--- src/rtl/tdm_rate_pkg.sv ---
package tdm_rate_pkg;
  typedef logic [1:0] rate_code_t;
  localparam int unsigned NUM_RATES = 4;
endpackage

--- src/rtl/tdm_edge_sampler.sv ---
// Oversamples the serial clock and frame pulse, picks the active edge and
// flags the edges at which the frame pulse is in its active state.
module tdm_edge_sampler #(
  parameter int unsigned SYNC_STAGES = 2
) (
  input  logic clk_i,
  input  logic rst_ni,
  input  logic tdm_clk_i,
  input  logic frame_pulse_i,
  input  logic fall_edge_i,
  input  logic fp_active_high_i,
  output logic act_edge_o,
  output logic mark_o
);
  localparam int unsigned MSB = SYNC_STAGES - 1;

  logic [MSB:0] ck_sync_q;
  logic [MSB:0] fp_sync_q;
  logic         ck_prev_q;

  always_ff @(posedge clk_i or negedge rst_ni) begin
    if (!rst_ni) begin
      ck_sync_q <= '0;
      fp_sync_q <= '0;
      ck_prev_q <= 1'b0;
    end else begin
      ck_sync_q <= {ck_sync_q[MSB-1:0], tdm_clk_i};
      fp_sync_q <= {fp_sync_q[MSB-1:0], frame_pulse_i};
      ck_prev_q <= ck_sync_q[MSB];
    end
  end

  logic rise, fall, fp_active;
  always_comb begin
    rise       = ck_sync_q[MSB] & ~ck_prev_q;
    fall       = ~ck_sync_q[MSB] & ck_prev_q;
    act_edge_o = fall_edge_i ? fall : rise;
    fp_active  = fp_active_high_i ? fp_sync_q[MSB] : ~fp_sync_q[MSB];
    mark_o     = act_edge_o & fp_active;
  end
endmodule

--- src/rtl/tdm_interval_counter.sv ---
// Counts active edges between marks; reports the closing interval and an
// overrun event when no mark arrives in time.
module tdm_interval_counter #(
  parameter int unsigned LIMIT = 8194,
  parameter int unsigned CNT_W = 15
) (
  input  logic             clk_i,
  input  logic             rst_ni,
  input  logic             act_edge_i,
  input  logic             mark_i,
  output logic [CNT_W-1:0] interval_o,
  output logic             armed_o,
  output logic             timeout_o
);
  localparam logic [CNT_W-1:0] LIM_C = CNT_W'(LIMIT);

  logic [CNT_W-1:0] cnt_q;
  logic             armed_q, expired_q;
  logic [CNT_W-1:0] cnt_inc;

  always_comb begin
    cnt_inc    = cnt_q + CNT_W'(1);
    interval_o = cnt_inc;
    armed_o    = armed_q;
    timeout_o  = act_edge_i & ~mark_i & ~expired_q & (cnt_inc > LIM_C);
  end

  always_ff @(posedge clk_i or negedge rst_ni) begin
    if (!rst_ni) begin
      cnt_q     <= '0;
      armed_q   <= 1'b0;
      expired_q <= 1'b0;
    end else if (act_edge_i) begin
      if (mark_i) begin
        cnt_q     <= '0;
        armed_q   <= 1'b1;
        expired_q <= 1'b0;
      end else if (!expired_q) begin
        cnt_q <= cnt_inc;
        if (cnt_inc > LIM_C) begin
          expired_q <= 1'b1;
          armed_q   <= 1'b0;
        end
      end
    end
  end
endmodule

--- src/rtl/tdm_rate_classifier.sv ---
// Sorts an interval into one of the nominal rate windows.
module tdm_rate_classifier
  import tdm_rate_pkg::*;
#(
  parameter int unsigned BASE  = 1024,
  parameter int unsigned TOL   = 2,
  parameter int unsigned CNT_W = 15
) (
  input  logic [CNT_W-1:0] interval_i,
  output logic             hit_o,
  output rate_code_t       code_o
);
  logic [NUM_RATES-1:0] match;

  for (genvar k = 0; k < NUM_RATES; k++) begin : g_win
    localparam int unsigned CENTER = BASE << k;
    localparam logic [CNT_W-1:0] LO = CNT_W'(CENTER - TOL);
    localparam logic [CNT_W-1:0] HI = CNT_W'(CENTER + TOL);
    assign match[k] = (interval_i >= LO) && (interval_i <= HI);
  end

  always_comb begin
    hit_o  = |match;
    code_o = '0;
    for (int k = NUM_RATES - 1; k >= 0; k--) begin
      if (match[k]) code_o = rate_code_t'(k);
    end
  end
endmodule

--- src/rtl/tdm_rate_detect.sv ---
module tdm_rate_detect
  import tdm_rate_pkg::*;
#(
  parameter int unsigned BASE_COUNT  = 1024,
  parameter int unsigned TOLERANCE   = 2,
  parameter int unsigned SYNC_STAGES = 2
) (
  input  logic       clk_i,
  input  logic       rst_ni,
  input  logic       tdm_clk_i,
  input  logic       frame_pulse_i,
  input  logic       fall_edge_i,
  input  logic       fp_active_high_i,
  input  logic       fixed_mode_i,
  input  logic [1:0] fixed_rate_i,
  output logic [1:0] rate_o,
  output logic       rate_valid_o,
  output logic       frame_start_o
);
  localparam int unsigned LIMIT = 8 * BASE_COUNT + TOLERANCE;
  localparam int unsigned CNT_W = $clog2(LIMIT + 2) + 1;

  logic             act_edge, mark;
  logic [CNT_W-1:0] interval;
  logic             armed, evt_timeout;
  logic             hit;
  rate_code_t       code;

  tdm_edge_sampler #(.SYNC_STAGES(SYNC_STAGES)) u_sampler (
    .clk_i           (clk_i),
    .rst_ni          (rst_ni),
    .tdm_clk_i       (tdm_clk_i),
    .frame_pulse_i   (frame_pulse_i),
    .fall_edge_i     (fall_edge_i),
    .fp_active_high_i(fp_active_high_i),
    .act_edge_o      (act_edge),
    .mark_o          (mark)
  );

  tdm_interval_counter #(.LIMIT(LIMIT), .CNT_W(CNT_W)) u_counter (
    .clk_i     (clk_i),
    .rst_ni    (rst_ni),
    .act_edge_i(act_edge),
    .mark_i    (mark),
    .interval_o(interval),
    .armed_o   (armed),
    .timeout_o (evt_timeout)
  );

  tdm_rate_classifier #(.BASE(BASE_COUNT), .TOL(TOLERANCE), .CNT_W(CNT_W)) u_class (
    .interval_i(interval),
    .hit_o     (hit),
    .code_o    (code)
  );

  logic       accept;
  logic       strobe_q, valid_q, prev_ok_q;
  rate_code_t prev_code_q, rate_q;

  assign accept = hit & (~fixed_mode_i | (code == rate_code_t'(fixed_rate_i)));

  always_ff @(posedge clk_i or negedge rst_ni) begin
    if (!rst_ni) begin
      strobe_q    <= 1'b0;
      valid_q     <= 1'b0;
      prev_ok_q   <= 1'b0;
      prev_code_q <= '0;
      rate_q      <= '0;
    end else begin
      strobe_q <= mark;
      if (evt_timeout) begin
        valid_q   <= 1'b0;
        prev_ok_q <= 1'b0;
      end else if (mark) begin
        if (armed) begin
          prev_ok_q   <= accept;
          prev_code_q <= code;
          if (accept && prev_ok_q && (code == prev_code_q)) begin
            valid_q <= 1'b1;
            rate_q  <= code;
          end else begin
            valid_q <= 1'b0;
          end
        end else begin
          prev_ok_q <= 1'b0;
          valid_q   <= 1'b0;
        end
      end
    end
  end

  assign frame_start_o = strobe_q;
  assign rate_valid_o  = valid_q;
  assign rate_o        = fixed_mode_i ? fixed_rate_i : rate_q;
endmodule

--- config.mk ---
export PLATFORM = sky130hd
export DESIGN_NAME = tdm_rate_detect
export DESIGN_NICKNAME = d
export VERILOG_FILES = /design/src/rtl/tdm_rate_pkg.sv /design/src/rtl/tdm_edge_sampler.sv /design/src/rtl/tdm_interval_counter.sv /design/src/rtl/tdm_rate_classifier.sv /design/src/rtl/tdm_rate_detect.sv
export SDC_FILE = /design/constraint.sdc
export NUM_CORES = 1
export LEC_CHECK = 0
export BUFFER_PORTS_ARGS = -buffer_cell sky130_fd_sc_hd__buf_2
export CAP_MARGIN = 20
export CORE_MARGIN = 4
export CORE_UTILIZATION = 49
export DETAILED_ROUTE_END_ITERATION = 8
export PLACE_DENSITY = 0.66
export SYNTH_ARGS = -nofsm -noshare
export SYNTH_HDL_FRONTEND = slang
export SYNTH_HIERARCHICAL = 1
export SYNTH_SLANG_ARGS = --single-unit
--- constraint.sdc ---
create_clock -name clk_i -period 4.8 [get_ports clk_i]
set_input_delay 1.44 -clock clk_i [delete_from_list [all_inputs] [get_ports clk_i]]
set_output_delay 1.44 -clock clk_i [all_outputs]
set_load 0.01 [all_outputs]
== After elaboration in Yosys (flattened, before gate mapping) ==
Cells that the tools add are included.
Operators by class
  multiply operators: 0
  bitwise gates (word level): 15
  equality and inequality tests: 3
  muxes and demuxes: 22
  $add $sub $neg: 1
  shift-type cells: 0
  reduce and logical (&&, ||, !) cells: 13
  $lt $le $gt $ge: 9
  divide/modulo/power cells: 0
Operators with widths (number)
  $mux 15: 2
  $add 15x1->15 const B: 1
  $ge 15x10->1 const B: 1
  $ge 15x11->1 const B: 1
  $ge 15x12->1 const B: 1
  $ge 15x13->1 const B: 1
  $gt 15x14->1 const B: 1
  $le 15x11->1 const B: 1
  $le 15x12->1 const B: 1
  $le 15x13->1 const B: 1
  $le 15x14->1 const B: 1
  $mux 1: 15
  $mux 2: 5
  $and 1x1->1: 7
  $not 1->1: 7
  $logic_and 1x1->1: 6
  $reduce_and 3->1: 2
  $eq 2x2->1: 2
  $reduce_and 4->1: 1
  $reduce_bool 2->1: 2
  $reduce_or 4->1: 1
  $ne 2x2->1 const B: 1
  $reduce_and 2->1: 1
  $or 1x1->1: 1
Storage, ports and cells
  bits in latches: 0
  memories: 0
  word-level logic and storage cells: 74
  memory bits (read-only): 0
  bits of input ports: 9
  bits in registers: 29
  RAM bits: 0

== Longest topological paths before layout ==
  depth in word-level cells: 16
  gate-level depth with buffers: 14
  mapped depth without buffers: 13

== Cells and area by module ==
Netlist, hierarchy kept.
By module, submodules not included
  tdm_interval_counter: seq. area each 425.4 µm², cells an instance 138, times used 1, area each 1199.9 µm²
  tdm_rate_detect: seq. area each 175.2 µm², cells an instance 31, times used 1, area each 349.1 µm²
  tdm_rate_classifier: seq. area each 0.0 µm², cells an instance 31, times used 1, area each 176.4 µm²
  tdm_edge_sampler: seq. area each 125.1 µm², cells an instance 10, times used 1, area each 158.9 µm²

== Worst setup path after synthesis ==
No wires, ideal clock.
  path type: input port to flip-flop
  from: input port fall_edge_i
  to: register rate_q[0]
  library setup time: 0.128 ns
  slack: 1.277 ns
  stages: 8
  data arrival time: 3.396 ns
  cell sequence: or3b_1 a21oi_1 nand2_1 nand3_1 o31ai_1 nor2_4 nand4_2 mux2_1
On the way
  cells in the longest elaborated chain, start to end: 8
RTL lines
  start, declared: RTL line tdm_rate_detect.sv:12  | input logic fall_edge_i,
  $mux 1: RTL line tdm_edge_sampler.sv:37  | act_edge_o = fall_edge_i ? fall : rise;
  $and 1x1->1: RTL line tdm_edge_sampler.sv:39  | mark_o = act_edge_o & fp_active;
  net mark: RTL line tdm_rate_detect.sv:23  | logic act_edge, mark;
  $not 1->1: RTL line tdm_interval_counter.sv:25  | timeout_o = act_edge_i & ~mark_i & ~expired_q & (cnt_inc > LIM_C);
  $and 1x1->1 (3 in series): RTL line tdm_interval_counter.sv:25
  net evt_timeout: RTL line tdm_rate_detect.sv:25  | logic armed, evt_timeout;
  $not 1->1 (no line)
  $reduce_and 4->1 (no line)
  end signal, assigned: RTL line tdm_rate_detect.sv:80  | rate_q <= code;
  end, declared: RTL line tdm_rate_detect.sv:58  | rate_code_t prev_code_q, rate_q;
The timed path passes the listed nets, and every way through them passes these cells.
A chain may end at the register's enable or synchronous reset.

== Worst setup path after layout ==
  from: register u_counter.cnt_q[0]
  to: register rate_q[1]
On the way
  cells in the longest elaborated chain, start to end: 13
  elaborated cells between the ends (all ways): 28
  classes of those cells: add/sub: 1; order compare: 9; eq/ne: 2; mux: 4; bitwise: 4; reduce/logical: 8
RTL lines
  start, declared: RTL line tdm_interval_counter.sv:17  | logic [CNT_W-1:0] cnt_q;
  start signal, assigned: RTL line tdm_interval_counter.sv:39  | cnt_q <= cnt_inc;
  $add 15x1->15 *: RTL line tdm_interval_counter.sv:22  | cnt_inc = cnt_q + CNT_W'(1);
  net interval[12]: RTL line tdm_rate_detect.sv:24  | logic [CNT_W-1:0] interval;
  $ge 15x13->1 / $le 15x14->1 (equally long branches): RTL line tdm_rate_classifier.sv:19  | assign match[k] = (interval_i >= LO) && (interval_i <= HI);
  $logic_and 1x1->1: RTL line tdm_rate_classifier.sv:19
  $mux 2 (3 in series): RTL line tdm_rate_classifier.sv:26  | if (match[k]) code_o = rate_code_t'(k);
  $mux 2 *: RTL line tdm_rate_classifier.sv:26
  net code[0]: RTL line tdm_rate_detect.sv:27  | rate_code_t code;
  $eq 2x2->1: RTL line tdm_rate_detect.sv:60  | assign accept = hit & (~fixed_mode_i | (code == rate_code_t'(fixed_rate_i)));
  $or 1x1->1: RTL line tdm_rate_detect.sv:60
  $and 1x1->1: RTL line tdm_rate_detect.sv:60
  $logic_and 1x1->1: RTL line tdm_rate_detect.sv:78  | if (accept && prev_ok_q && (code == prev_code_q)) begin
  $logic_and 1x1->1 *: RTL line tdm_rate_detect.sv:78
  $reduce_and 4->1 (no line) *
The timed path passes the listed nets; every way through them passes the cells marked *.

==> results.sh <==
export IMPL_io_buffers=12
export IMPL_synth_edf_count=0
export IMPL_num_vias=1578
export IMPL_dp_hpwl_microns=2949
export IMPL_cts_resized=0
export IMPL_drc=0
export IMPL_r2r_start="u_counter/cnt_q[0]"
export IMPL_reg2reg_depth=13
export IMPL_cp_max_fo=10
export IMPL_cp_top_family="simple AND/OR/NAND/NOR gates"
export IMPL_path_class="flip-flop to flip-flop"
export IMPL_core_sq_um=3689
export IMPL_min_from="u_sampler/ck_sync_q[0]"
export IMPL_clock_sinks=29
export IMPL_syn_inst=210
export IMPL_required_ns=4.97
export IMPL_startpoint="u_counter/cnt_q[0]"
export IMPL_grt_pass1_wl_microns=7031
export IMPL_fmax_mhz=264.2
export IMPL_synthFlopType="dfrtp_1"
export IMPL_yosysWarnings=6
export IMPL_final_nets=231
export IMPL_status="completed"
export IMPL_synth_cell_types=51
export IMPL_diodes=0
export IMPL_synth_fa_ha_area_share_pct=1.328
export IMPL_clockBufferDepth=2
export IMPL_drv_slew=0
export IMPL_synthTopCellsByArea="dfrtp_1, nand2_1, xnor2_1, xor2_1, o21ai_0"
export IMPL_hold_viol=0
export IMPL_worst_pin_slew_ns=0.6351
export IMPL_synth_top_area_share_pct=38.51
export IMPL_synth_top_family_by_area="simple AND/OR/NAND/NOR gates"
export IMPL_fillers=324
export IMPL_io_pins=13
export IMPL_rsz0062_at_grt="false"
export IMPL_fin_area_sq_um=2054
export IMPL_hold_class="flip-flop to flip-flop"
export IMPL_yosysTopAreaCell="dfrtp_1"
export IMPL_cp_slowest_stage_delay_ns=0.51
export IMPL_synthArstFlopShare_pct=100.0
export IMPL_ys_seq_area_share_pct=38.51
export IMPL_crit_top_cell="nand3_1"
export IMPL_min_period_over_period_pct=78.86
export IMPL_cts_tree="built"
export IMPL_crit_cells=13
export IMPL_start_util_pct=51.09
export IMPL_drt_initial_drc_count=84
export IMPL_htreeDepth=2
export IMPL_antenna_found_initial=0
export IMPL_area_growth_pct=9.031
export IMPL_first_global_vias=1522
export IMPL_p_leak_nw=0.9676
export IMPL_grt_max_degree=30
export IMPL_worstPathCellList="ha_1, nand3_1, nor3_2, nand3_1, xnor2_1, nor2_1, and2_1, o21ai_1, nand3_1, xnor2_1, and3_1, nand4_2, mux2_1"
export IMPL_placed_area_sq_um=1934
export IMPL_setup_tns_ns=0
export IMPL_synth_simple_area_share_pct=26.29
export IMPL_path_buf_inv=0
export IMPL_clockRootBuffer="clkbuf_8"
export IMPL_timing_final_crit_period_ns=3.785
export IMPL_die_y_microns=70.01
export IMPL_hold_buffers=0
export IMPL_postRouteAntennaNets=0
export IMPL_cts_setup_buffers=0
export IMPL_cap_violations=0
export IMPL_total_power_w=0.0007852
export IMPL_clk_insertion_delay_late_ns=0.29
export IMPL_powerDensity_nw_per_um2=382.2
export IMPL_start_kind="flip-flop"
export IMPL_synth_compound_area_share_pct=14.94
export IMPL_clkTransAtPathRegs_ns=0.07
export IMPL_postSynthAreaPerCell_sq_um=8.973
export IMPL_cp_arrival_ns=3.95
export IMPL_cts_buffers=5
export IMPL_worst_r2r_endpoint="rate_q[1]"
export IMPL_grt_use_total_pct=17.82
export IMPL_synthXorXnorAreaFrac_pct=10.23
export IMPL_maxSlewHeadroom_pct=57.66
export IMPL_rows=22
export IMPL_syn_area_sq_um=1884
export IMPL_die_w_microns=70.01
export IMPL_routed_via_density=5.866
export IMPL_syn_nets=221
export IMPL_r2r_slack_ns=1.01
export IMPL_finalClockSkew_ns=0.01109
export IMPL_gp_congestion=0.9540
export IMPL_final_common_cell="nand2_1"
export IMPL_wl_per_cell_microns=15.35
export IMPL_muxShareOfSynthArea_pct=2.390
export IMPL_drt_first_pass_iters=5
export IMPL_slowest_stage="dfrtp_1"
export IMPL_ys_ff_latch=29
export IMPL_crit_end="rate_q[1]"
export IMPL_mostFrequentLayoutCells="nand2_1, dfrtp_1, nor2_1, o21ai_0"
export IMPL_setup_worst_path_end_class="flip-flop"
export IMPL_ir_worst_vdd_uv=263.4
export IMPL_routed_wl_microns=4128
export IMPL_finalSetupViolCount=0
export IMPL_die_area_sq_um=4901
export IMPL_drive_gt1_share_pct=16.29
export IMPL_grt_overflow_total=0
## registers in the layout, summed over array words and instances (netlist names)
register,cells
rate_q,2
prev_ok_q,1
u_counter/expired_q,1
u_counter/cnt_q,15
frame_start_o,1
u_sampler/fp_sync_q,2
u_sampler/ck_prev_q,1
u_sampler/ck_sync_q,2
prev_code_q,2
u_counter/armed_o,1
rate_valid_o,1
## cells in the mapped netlist, types with 2 or more instances
library cell / n
or4_1: 2
ha_1: 2
inv_1: 7
o21ai_0: 14
buf_2: 2
buf_6: 2
nor4_1: 3
nand2_1: 34
a21oi_1: 6
and3_1: 3
mux2_1: 2
xor2_1: 11
nand4_2: 2
clkbuf_1: 3
o31ai_1: 2
o21ai_1: 2
mux2_2: 2
buf_4: 4
a22o_1: 6
nand4_1: 3
or3b_1: 2
dfrtp_1: 29
nand3_1: 12
nor3_1: 3
a31oi_1: 2
nor2_1: 15
xnor2_1: 11
## worst min-delay path by stage
stage / slack [ns] / cells past startpoint / endpoint
finish: 0.35 / 0 / u_sampler/ck_sync_q[1]
floorplan: 0.33 / 0 / u_sampler/ck_sync_q[1]
global placement: 0.34 / 0 / u_sampler/ck_sync_q[1]
detailed placement: 0.34 / 0 / u_sampler/ck_sync_q[1]
global route: 0.37 / 0 / u_sampler/ck_sync_q[1]
CTS: 0.36 / 0 / u_sampler/ck_sync_q[1]
## metal layers
layer	vias up	part of all wire [%]	GRT usage (%)
met5	-	0	0
met4	0	2.1	7.447
met3	8	4.8	4.892
met2	42	49	29.38
met1	769	44	21.81
li1	759	-	-
## logic make-up (layout without fill, tap and decap cells)
| logic type | after synthesis | after routing |
|---|---|---|
| XOR/XNOR | 22 | 22 |
| flip-flops | 29 | 29 |
| AND/OR/NAND/NOR | 92 | 92 |
| AO/OA/AOI/OAI | 42 | 42 |
| buffers and inverters | 19 | 30 |
| multiplexers | 4 | 4 |
| adder cells (fa/ha/maj) | 2 | 2 |
## power breakdown
group / internal, W / switching, W
combinational: 0.0000903 / 0.000120
sequential: 0.000265 / 0.0000383
clock: 0.000169 / 0.000103
## area by class of cell
type	count	area (sq um)	share of cell area (%)
Inverter	7	26.28	1.279
Tap cell	48	60.06	2.923
Multi-Input combinational cell	162	1040	50.61
Timing Repair Buffer	15	82.58	4.019
Clock inverter	2	37.54	1.827
Clock buffer	6	82.58	4.019
Sequential cell	29	725.7	35.32
## stage by stage
stage / hold WS, ns / setup WS (ns) / utilization [%] / instances
3_3_place_gp: 0.3380 / 1.215 / 52.44 / 261
3_5_place_dp: 0.3403 / 1.105 / 52.44 / 261
4_1_cts: 0.3560 / 1.060 / 55.70 / 269
6_report: 0.3521 / 1.015 / 55.70 / 269
2_1_floorplan: 0.3312 / 1.277 / - / 210
5_1_grt: 0.3686 / 0.7080 / 55.70 / 269
Power figures use the tool's default switching activity.
